### src/rtl/sfsd_pkg.sv
package sfsd_pkg;

  typedef enum logic {
    MODE_RUN   = 1'b0,
    MODE_SLEEP = 1'b1
  } mode_e;

  // Converts a span in microseconds into clock periods (clk_hz a multiple of 1 MHz).
  function automatic int unsigned us_to_clocks(input int unsigned clk_hz,
                                               input int unsigned span_us);
    return (clk_hz / 32'd1_000_000) * span_us;
  endfunction

  function automatic int unsigned max_u(input int unsigned a, input int unsigned b);
    return (a > b) ? a : b;
  endfunction

endpackage

### src/rtl/sfsd_edge_detect.sv
module sfsd_edge_detect #(
  parameter int unsigned SYNC_STAGES = 2
) (
  input  logic clk,
  input  logic rst_n,
  input  logic pc_in,
  output logic rise
);

  logic [SYNC_STAGES-1:0] sync_q;
  logic                   last_q;

  generate
    if (SYNC_STAGES == 1) begin : g_single
      always_ff @(posedge clk or negedge rst_n) begin
        if (!rst_n) sync_q <= '0;
        else        sync_q <= pc_in;
      end
    end else begin : g_chain
      always_ff @(posedge clk or negedge rst_n) begin
        if (!rst_n) sync_q <= '0;
        else        sync_q <= {sync_q[SYNC_STAGES-2:0], pc_in};
      end
    end
  endgenerate

  always_ff @(posedge clk or negedge rst_n) begin
    if (!rst_n) last_q <= 1'b0;
    else        last_q <= sync_q[SYNC_STAGES-1];
  end

  assign rise = sync_q[SYNC_STAGES-1] & ~last_q;

endmodule

### src/rtl/sfsd_window_timer.sv
module sfsd_window_timer #(
  parameter int unsigned RUN_LEN   = 256000,
  parameter int unsigned SLEEP_LEN = 51200,
  parameter int unsigned W         = 18
) (
  input  logic         clk,
  input  logic         rst_n,
  input  logic         restart,
  input  logic         sleep,
  output logic         win_end,
  output logic [W-1:0] count
);

  localparam logic [W-1:0] RUN_LAST   = W'(RUN_LEN - 1);
  localparam logic [W-1:0] SLEEP_LAST = W'(SLEEP_LEN - 1);

  assign win_end = sleep ? (count == SLEEP_LAST) : (count == RUN_LAST);

  always_ff @(posedge clk or negedge rst_n) begin
    if (!rst_n)                 count <= '0;
    else if (restart || win_end) count <= '0;
    else                        count <= count + W'(1);
  end

endmodule

### src/rtl/sfsd_cycle_counter.sv
module sfsd_cycle_counter #(
  parameter int unsigned MAX = 64,
  parameter int unsigned W   = 7
) (
  input  logic         clk,
  input  logic         rst_n,
  input  logic         clear,
  input  logic         inc,
  output logic [W-1:0] count,
  output logic [W:0]   total
);

  localparam logic [W-1:0] SAT = W'(MAX);

  assign total = {1'b0, count} + (W+1)'(inc);

  always_ff @(posedge clk or negedge rst_n) begin
    if (!rst_n)                   count <= '0;
    else if (clear)               count <= '0;
    else if (inc && count != SAT) count <= count + W'(1);
  end

endmodule

### src/rtl/sfsd_mode_ctrl.sv
module sfsd_mode_ctrl
  import sfsd_pkg::*;
#(
  parameter int unsigned ENTER_MIN = 64,
  parameter int unsigned EXIT_MIN  = 32,
  parameter int unsigned TW        = 8
) (
  input  logic          clk,
  input  logic          rst_n,
  input  logic [TW-1:0] total,
  input  logic          win_end,
  output mode_e         mode,
  output logic          change
);

  localparam logic [TW-1:0] ENTER_TH = TW'(ENTER_MIN);
  localparam logic [TW-1:0] EXIT_TH  = TW'(EXIT_MIN);

  always_comb begin
    unique case (mode)
      MODE_RUN:   change = win_end && (total < ENTER_TH);
      MODE_SLEEP: change = (total >= EXIT_TH);
      default:    change = 1'b0;
    endcase
  end

  always_ff @(posedge clk or negedge rst_n) begin
    if (!rst_n)      mode <= MODE_RUN;
    else if (change) mode <= (mode == MODE_RUN) ? MODE_SLEEP : MODE_RUN;
  end

endmodule

### src/rtl/sfsd_standby_detect.sv
module sfsd_standby_detect
  import sfsd_pkg::*;
#(
  parameter int unsigned CLK_HZ           = 20_000_000,
  parameter int unsigned ENTER_SPAN_US    = 12800,
  parameter int unsigned EXIT_SPAN_US     = 2560,
  parameter int unsigned ENTER_MIN_CYCLES = 64,
  parameter int unsigned EXIT_MIN_CYCLES  = 32,
  parameter int unsigned SYNC_STAGES      = 2
) (
  input  logic clk,
  input  logic rst_n,
  input  logic pc_in,
  output logic standby,
  output logic drive_en
);

  localparam int unsigned ENTER_LEN = us_to_clocks(CLK_HZ, ENTER_SPAN_US);
  localparam int unsigned EXIT_LEN  = us_to_clocks(CLK_HZ, EXIT_SPAN_US);
  localparam int unsigned WIN_W     = $clog2(max_u(ENTER_LEN, EXIT_LEN) + 1);
  localparam int unsigned CNT_MAX   = max_u(ENTER_MIN_CYCLES, EXIT_MIN_CYCLES);
  localparam int unsigned CNT_W     = $clog2(CNT_MAX + 1);

  logic             pc_edge;
  logic             win_end;
  logic [WIN_W-1:0] win_cnt;
  logic [CNT_W-1:0] cyc_cnt;
  logic [CNT_W:0]   cyc_total;
  logic             mode_change;
  mode_e            mode;

  sfsd_edge_detect #(
    .SYNC_STAGES(SYNC_STAGES)
  ) u_edge (
    .clk  (clk),
    .rst_n(rst_n),
    .pc_in(pc_in),
    .rise (pc_edge)
  );

  sfsd_window_timer #(
    .RUN_LEN  (ENTER_LEN),
    .SLEEP_LEN(EXIT_LEN),
    .W        (WIN_W)
  ) u_window (
    .clk    (clk),
    .rst_n  (rst_n),
    .restart(mode_change),
    .sleep  (mode == MODE_SLEEP),
    .win_end(win_end),
    .count  (win_cnt)
  );

  sfsd_cycle_counter #(
    .MAX(CNT_MAX),
    .W  (CNT_W)
  ) u_cycles (
    .clk  (clk),
    .rst_n(rst_n),
    .clear(win_end | mode_change),
    .inc  (pc_edge),
    .count(cyc_cnt),
    .total(cyc_total)
  );

  sfsd_mode_ctrl #(
    .ENTER_MIN(ENTER_MIN_CYCLES),
    .EXIT_MIN (EXIT_MIN_CYCLES),
    .TW       (CNT_W + 1)
  ) u_mode (
    .clk    (clk),
    .rst_n  (rst_n),
    .total  (cyc_total),
    .win_end(win_end),
    .mode   (mode),
    .change (mode_change)
  );

  assign standby  = (mode == MODE_SLEEP);
  assign drive_en = (mode == MODE_RUN);

endmodule

### config.mk
export PLATFORM = sky130hd
export DESIGN_NAME = sfsd_standby_detect
export DESIGN_NICKNAME = d
export VERILOG_FILES = /design/src/rtl/sfsd_pkg.sv /design/src/rtl/sfsd_edge_detect.sv /design/src/rtl/sfsd_window_timer.sv /design/src/rtl/sfsd_cycle_counter.sv /design/src/rtl/sfsd_mode_ctrl.sv /design/src/rtl/sfsd_standby_detect.sv
export SDC_FILE = /design/constraint.sdc
export NUM_CORES = 1
export LEC_CHECK = 0
export ABC_CLOCK_PERIOD_IN_PS = 4010
export BUFFER_PORTS_ARGS = -buffer_cell sky130_fd_sc_hd__buf_2
export CAP_MARGIN = 20
export CORE_MARGIN = 5
export CORE_UTILIZATION = 48
export DETAILED_ROUTE_END_ITERATION = 8
export HOLD_SLACK_MARGIN = 0.08
export SLEW_MARGIN = 20
export SYNTH_ARGS = -nofsm -noshare
export SYNTH_HDL_FRONTEND = slang
export SYNTH_SLANG_ARGS = --single-unit
### constraint.sdc
create_clock -name clk -period 4.01 [get_ports clk]
set_clock_uncertainty 0.05 [all_clocks]
set_input_delay 0.401 -clock clk [delete_from_list [all_inputs] [get_ports clk]]
set_output_delay 0.401 -clock clk [all_outputs]
set_load 0.01 [all_outputs]
==> metrics.yaml, run 1 <==
synthesis:
  synthTopCellsByCount: "dfrtp_1 (29), nor2_1 (21), xor2_1 (10)"
  synth.avg_cell_area_um2: 10.1
  synth_seq_area_share_pct: 47.7
  ys_ff_latch: 29
  synth_area_um2: 1520
  ys_types: 36
  synth.area.top_cells: "dfrtp_1 (48%), xor2_1 (5.8%), nor2_1 (5.2%), ha_1 (4.1%), xnor2_1 (3.5%)"
  async_flop_share_pct: 100
  yosysTopAreaCellShare_pct: 47.7
  yosysMostFrequentCell: "dfrtp_1"
  synth.net_count: 159
  yosysWarnings: 0
  synth_edf_count: 0
  syn_inst: 151
  synth_ff_type: "dfrtp_1"
  yosysTopAreaCell: "dfrtp_1"
clock_tree:
  cts.sinks: 29
  cts.path.max_buffers: 2
  cts_buffers: 5
  tritoncts: "yes"
  htreeDepth: 2
  clk_transition_reported_paths_ns: 0.09
  ctsRootBufferMaster: "clkbuf_4"
  cts_resized: 0
  clk_latency_ns: 0.32
route:
  vias: 1108
  via_per_inst: 5.43
  ant_nets: 0
  drt_wl_total_um: 2730
  drt_iter0_markers: 44
  wl_per_cell_um: 13.4
  drc_errors: 0
  drt_pre_antenna_iters: 4
grt:
  grt.overflow.total: 0
  grt_max_degree: 30
  grt_pass1_wl_um: 4870
  antenna_found_initial: 0
  grt_usage_pct: 14.6
  grt_pass1_vias: 1102
final_layout:
  area_delta_synth_final_pct: 9.53
  final_util_pct: 54.6
  diodes: 0
  drive_gt1_share_pct: 10.0
  layout.nets: 167
power:
  powerDensity_nw_per_um2: 415
  ir_worst_vdd_v: 0.000323
  leakagePower_uw: 0.000713
critical_path:
  setup.worst_path.start_class: "register"
  cp_cell_sequence: "nand2b_1, inv_1, ha_1, ha_1, nor3b_1, and3_1, o32ai_4, nor2_1"
  arrival_ns: 2.50
  critPathSlowestCell: "o32ai_4"
  crit_buf_inv: 1
  critPathTopFamily: "compound AO/OA/AOI/OAI gates"
  crit_top_cell: "ha_1"
  path_max_fanout: 19
  required_ns: 4.13
  cp-end-kind: "register"
  crit_type: "register to register"
  max_stage_delay_ns: 0.63
place:
  gp_congestion: 0.742
  port_buffers: 4
  place_ws_ns: 1.65
  dpl.hpwl_um: 1950
timing:
  finalSetupTns_ns: 0
  maxSlewHeadroom_pct: 50.8
  rsz0062_at_grt: "no"
  fmax_ghz: 0.420
  min_period_over_period_pct: 59.3
  min_period_ns: 2.38
  setup_ws_ns: 1.63
  slew_viol_final: 0
  hold_viol: 0
  finalSetupViolations: 0
  hold_slack_ns: 0.136
  worst_pin_slew_ns: 0.732
hold_path:
  holdCritPathClass: "input port to register"
floorplanning:
  num_rows: 20
  die_h_um: 66.3
  fp.dieW_um: 66.3
  die_area_um2: 4400
  core_area_um2: 3050
  start_util_pct: 49.9
  io_pins: 5
outcome:
  status: "finished clean"
flow_run:
  drv_cap: 0
==> final timing paths <==
check                                 start                 end  slack, ns  cells past startpoint
min reg2reg                u_edge.sync_q[0]    u_edge.sync_q[1]       0.32                      0
max                           u_edge.last_q   u_cycles.count[3]       1.63                      8
max in group asynchronous             rst_n  u_window.count[15]       2.92                      2
min                                   pc_in    u_edge.sync_q[0]       0.14                      1
max reg2reg                   u_edge.last_q   u_cycles.count[3]       1.63                      8
min in group asynchronous             rst_n  u_window.count[11]       0.58                      2
==> routing by layer <==
metal | track usage (%) | wire length (µm)
met5 | 0 | 0
met4 | 6.85 | 18
met3 | 3.57 | 83
met2 | 24.9 | 1380
met1 | 17.2 | 1250
==> cell usage in the layout, fill, tap and decap left out, drive strengths merged <==
cell / netlist / routed
xor2: 10 / 10
mux2i: 1 / 1
nor2: 21 / 21
a21oi: 8 / 8
a211oi: 1 / 1
and3: 7 / 7
buf: 3 / 4
o31ai: 2 / 2
or4: 3 / 3
nand4: 5 / 5
or4b: 3 / 3
ha: 5 / 5
o21ai: 6 / 6
nand2b: 1 / 1
a21boi: 1 / 1
inv: 8 / 8
or3: 3 / 3
dlygate4sd3: 0 / 1
bufinv: 0 / 1
and4: 2 / 2
nor3b: 1 / 1
nor2b: 1 / 1
dfrtp: 29 / 29
xnor2: 6 / 6
nand2: 5 / 5
o32ai: 1 / 1
nor3: 3 / 3
nand3: 9 / 9
nor4b: 1 / 1
a2111oi: 1 / 1
a2111o: 1 / 1
nand4b: 2 / 2
clkbuf: 1 / 7
==> kinds of logic after synthesis <==
group	Yosys count	share of synthesized area, %
buffers and inverters	12	3.62
and+or+nand+nor	67	24.8
DFF	29	47.7
muxes	1	0.657
adders and majority gates	5	4.11
AOI/OAI and AO/OA	21	9.94
xor gates and xnor gates	16	9.20
==> what timing repair did <==
action	CTS	global route
hold buffers	1	0
setup buffers	0	0
hold endpoints to repair	29	0
==> final cells by class <==
type / instances / area [µm²]
clock buffer: 7 / 55.1
clock inverter: 1 / 30.0
fill: 283 / 1390
inverter: 8 / 30.0
multi-input combinational: 110 / 742
sequential: 29 / 726
tap: 44 / 55.1
timing repair buffer: 5 / 30.0
==> through the flow <==
step	total power [µW]	area (µm²)	cells
6_report	692	1670	204
5_1_grt	737	1670	204
3_5_place_dp	450	1570	195
3_3_place_gp	442	1570	195
4_1_cts	702	1670	204
2_1_floorplan	417	1520	151
==> flip-flops by register name, summed over array words and instances (netlist names) <==
register        flops
u_mode.mode         1
u_cycles.count      7
u_window.count     18
u_edge.sync_q       2
u_edge.last_q       1
==> where the power goes <==
group	switching [µW]	internal, µW
Sequential	39.6	318
Clock	101	149
Combinational	46.5	37.8
Total	187	505
Note: power is estimated with default switching activity, not from simulation.
==> run 2: changes to the inputs <==
ABC_AREA = 1   (was not set)
ABC_CLOCK_PERIOD_IN_PS = 2110   (was 4010)
PLACE_DENSITY = 0.66   (was not set)
clock period = 2.11 ns   (was 4.01 ns; I/O delays follow)
==> run 2 against run 1 <==
- cell count rose by 34%
- critical path type unchanged
- sequential cell count did not move
- via count rose by 19%
- sequential share of layout area fell by 7.3 points
- combinational power rose by 140%
- sequential power rose by 93%
- die area rose by 16%
- clock power rose by 80%
==> metrics.yaml, run 2 <==
synthesis:
  synth.avg_cell_area_um2: 8.59
  synth_seq_area_share_pct: 40.2
  yosysMostFrequentCell: "nand2_1"
  synth_ff_type: "dfrtp_1"
  yosysTopAreaCell: "dfrtp_1"
  synthAdderAreaFrac_pct: 3.47
  ys_ff_latch: 29
  synth_compound_area_share_pct: 2.70
  synthTopCellsByCount: "nand2_1 (39), nor2_1 (34), dfrtp_1 (29)"
  yosysWarnings: 0
  synth_area_um2: 1800
  synth.net_count: 218
  async_flop_share_pct: 100
  syn_inst: 210
  synth_xor_area_share_pct: 7.28
  ys_types: 18
  synth.area.top_cells: "dfrtp_1 (40%), nor2_4 (13%), nand2_1 (8.1%), nor2_1 (7.1%), xor2_1 (6.8%)"
  synth_top_family_by_area: "simple AND/OR/NAND/NOR gates"
  synth_edf_count: 0
  yosysTopAreaCellShare_pct: 40.2
  yosys.area_share.simple_pct: 38.7
  synth.area.mux_share_pct: 0
critical_path:
  crit_type: "register to register"
  arrival_ns: 2.04
  r2r-start: "u_edge.last_q"
  setup.worst_path.start_class: "register"
  cp-end-kind: "register"
  startpoint: "u_edge.last_q"
  path_max_fanout: 14
  required_ns: 2.23
clock_tree:
  cts_buffers: 5
  cts_setup_buffers: 0
  cts.path.max_buffers: 2
  clk_latency_ns: 0.29
  ctsRootBufferMaster: "clkbuf_8"
  clk_transition_reported_paths_ns: 0.07
  tritoncts: "yes"
  htreeDepth: 2
  cts.sinks: 29
route:
  ant_nets: 0
  drt_iter0_markers: 135
  via_per_inst: 4.80
  drt_pre_antenna_iters: 5
  drt_wl_total_um: 3270
  drc_errors: 0
  vias: 1314
  wl_per_cell_um: 11.9
floorplanning:
  num_rows: 22
  fp.dieW_um: 71.3
  start_util_pct: 49.3
  core_area_um2: 3660
  io_pins: 5
  die_area_um2: 5090
  die_h_um: 71.3
timing:
  finalSetupTns_ns: 0
  maxSlewHeadroom_pct: 55.8
  rsz0062_at_grt: "no"
  min_period_over_period_pct: 90.9
  fmax_ghz: 0.521
  min_period_ns: 1.92
  hold_viol: 0
  hold_slack_ns: 0.302
  worst_pin_slew_ns: 0.663
  slew_viol_final: 0
  finalSetupViolations: 0
  setup_ws_ns: 0.191
final_layout:
  regArea_um2: 726
  multi_input_area_um2: 941
  mostFrequentLayoutCells: "nand2_1 (39), nor2_1 (34), dfrtp_1 (29)"
  largest_reg_flops: 18
  top_register: "u_window.count"
  area_delta_synth_final_pct: 11.0
  largest_registers: "u_window.count (18), u_cycles.count (7), u_edge.sync_q (2)"
  layout.nets: 233
  final_util_pct: 54.7
  drive_gt1_share_pct: 19.0
  fillers: 364
  diodes: 0
  final_common_cell: "nand2_1"
flow_run:
  drv_cap: 0
place:
  port_buffers: 4
  place_ws_ns: 0.194
  gp_congestion: 0.871
  dpl.hpwl_um: 2330
hold_path:
  min_from: "u_edge.sync_q[0]"
  holdCritPathClass: "register to register"
outcome:
  status: "finished clean"
grt:
  grt.overflow.total: 0
  grt_pass1_vias: 1349
  grt_max_degree: 30
  antenna_found_initial: 0
  grt_pass1_wl_um: 6110
  grt_usage_pct: 15.4
power:
  powerDensity_nw_per_um2: 672
  leakagePower_uw: 0.000863
  power.total_uw: 1340
  ir_worst_vdd_v: 0.000321
-- run 2: cells by family (layout without fill, tap and decap cells) --
group / after synthesis / in the layout
AOI/OAI and AO/OA: 7 / 7
xor gates and xnor gates: 15 / 15
adders and majority gates: 5 / 5
buffers and inverters: 28 / 44
DFF: 29 / 29
and+or+nand+nor: 126 / 126
-- run 2: stage by stage --
step           std cells  cell area (µm²)
2_1_floorplan        210             1800
3_3_place_gp         264             1900
3_5_place_dp         264             1900
4_1_cts              274             2000
5_1_grt              274             2000
6_report             274             2000
-- run 2: layer usage --
metal  share of wire [%]  GRT usage (%)  vias to the layer above
met5                   0              0                        -
met4                 1.6           6.05                        0
met3                 5.0           5.33                        7
met2                  43           22.0                       24
met1                  50           21.2                      607
li1                    -              -                      676
-- run 2: critical path, cell delays in order, from the launching register on --
cell	delay (ns)
dfrtp_1	0.37
nor2_1	0.23
ha_1	0.25
nand3_1	0.10
nor2_1	0.10
nor2_1	0.04
nor2_1	0.21
o21bai_4	0.11
nand2_4	0.09
buf_12	0.18
nor2_1	0.06
-- run 2: power by group --
part           switching [µW]  total (µW)  internal [µW]
Combinational             115         203           88.2
Clock                     222         450            228
Sequential               85.1         692            607
-- run 2: final timing paths --
path | to | slack [ns] | depth (start not counted)
worst min-delay path | u_edge.sync_q[1] | 0.30 | 0
max in group asynchronous | u_window.count[2] | 1.14 | 2
worst min register to register | u_edge.sync_q[1] | 0.30 | 0
worst max register to register | u_cycles.count[4] | 0.19 | 10
min in group asynchronous | u_edge.sync_q[0] | 0.43 | 2
worst max-delay path | u_cycles.count[4] | 0.19 | 10
-- run 2: area by class of cell --
class	count	share of cell area [%]
Clock inverter	2	0.500
Sequential cell	29	36.3
Timing Repair Buffer	10	4.75
Inverter	26	4.87
Multi-Input combinational cell	153	47.0
Tap cell	48	3.00
Clock buffer	6	3.62
-- run 2: what timing repair did --
action	in CTS	in global routing
setup endpoints to repair	0	0
resized for setup	0	0
hold endpoints to repair	30	0
hold buffers	2	0
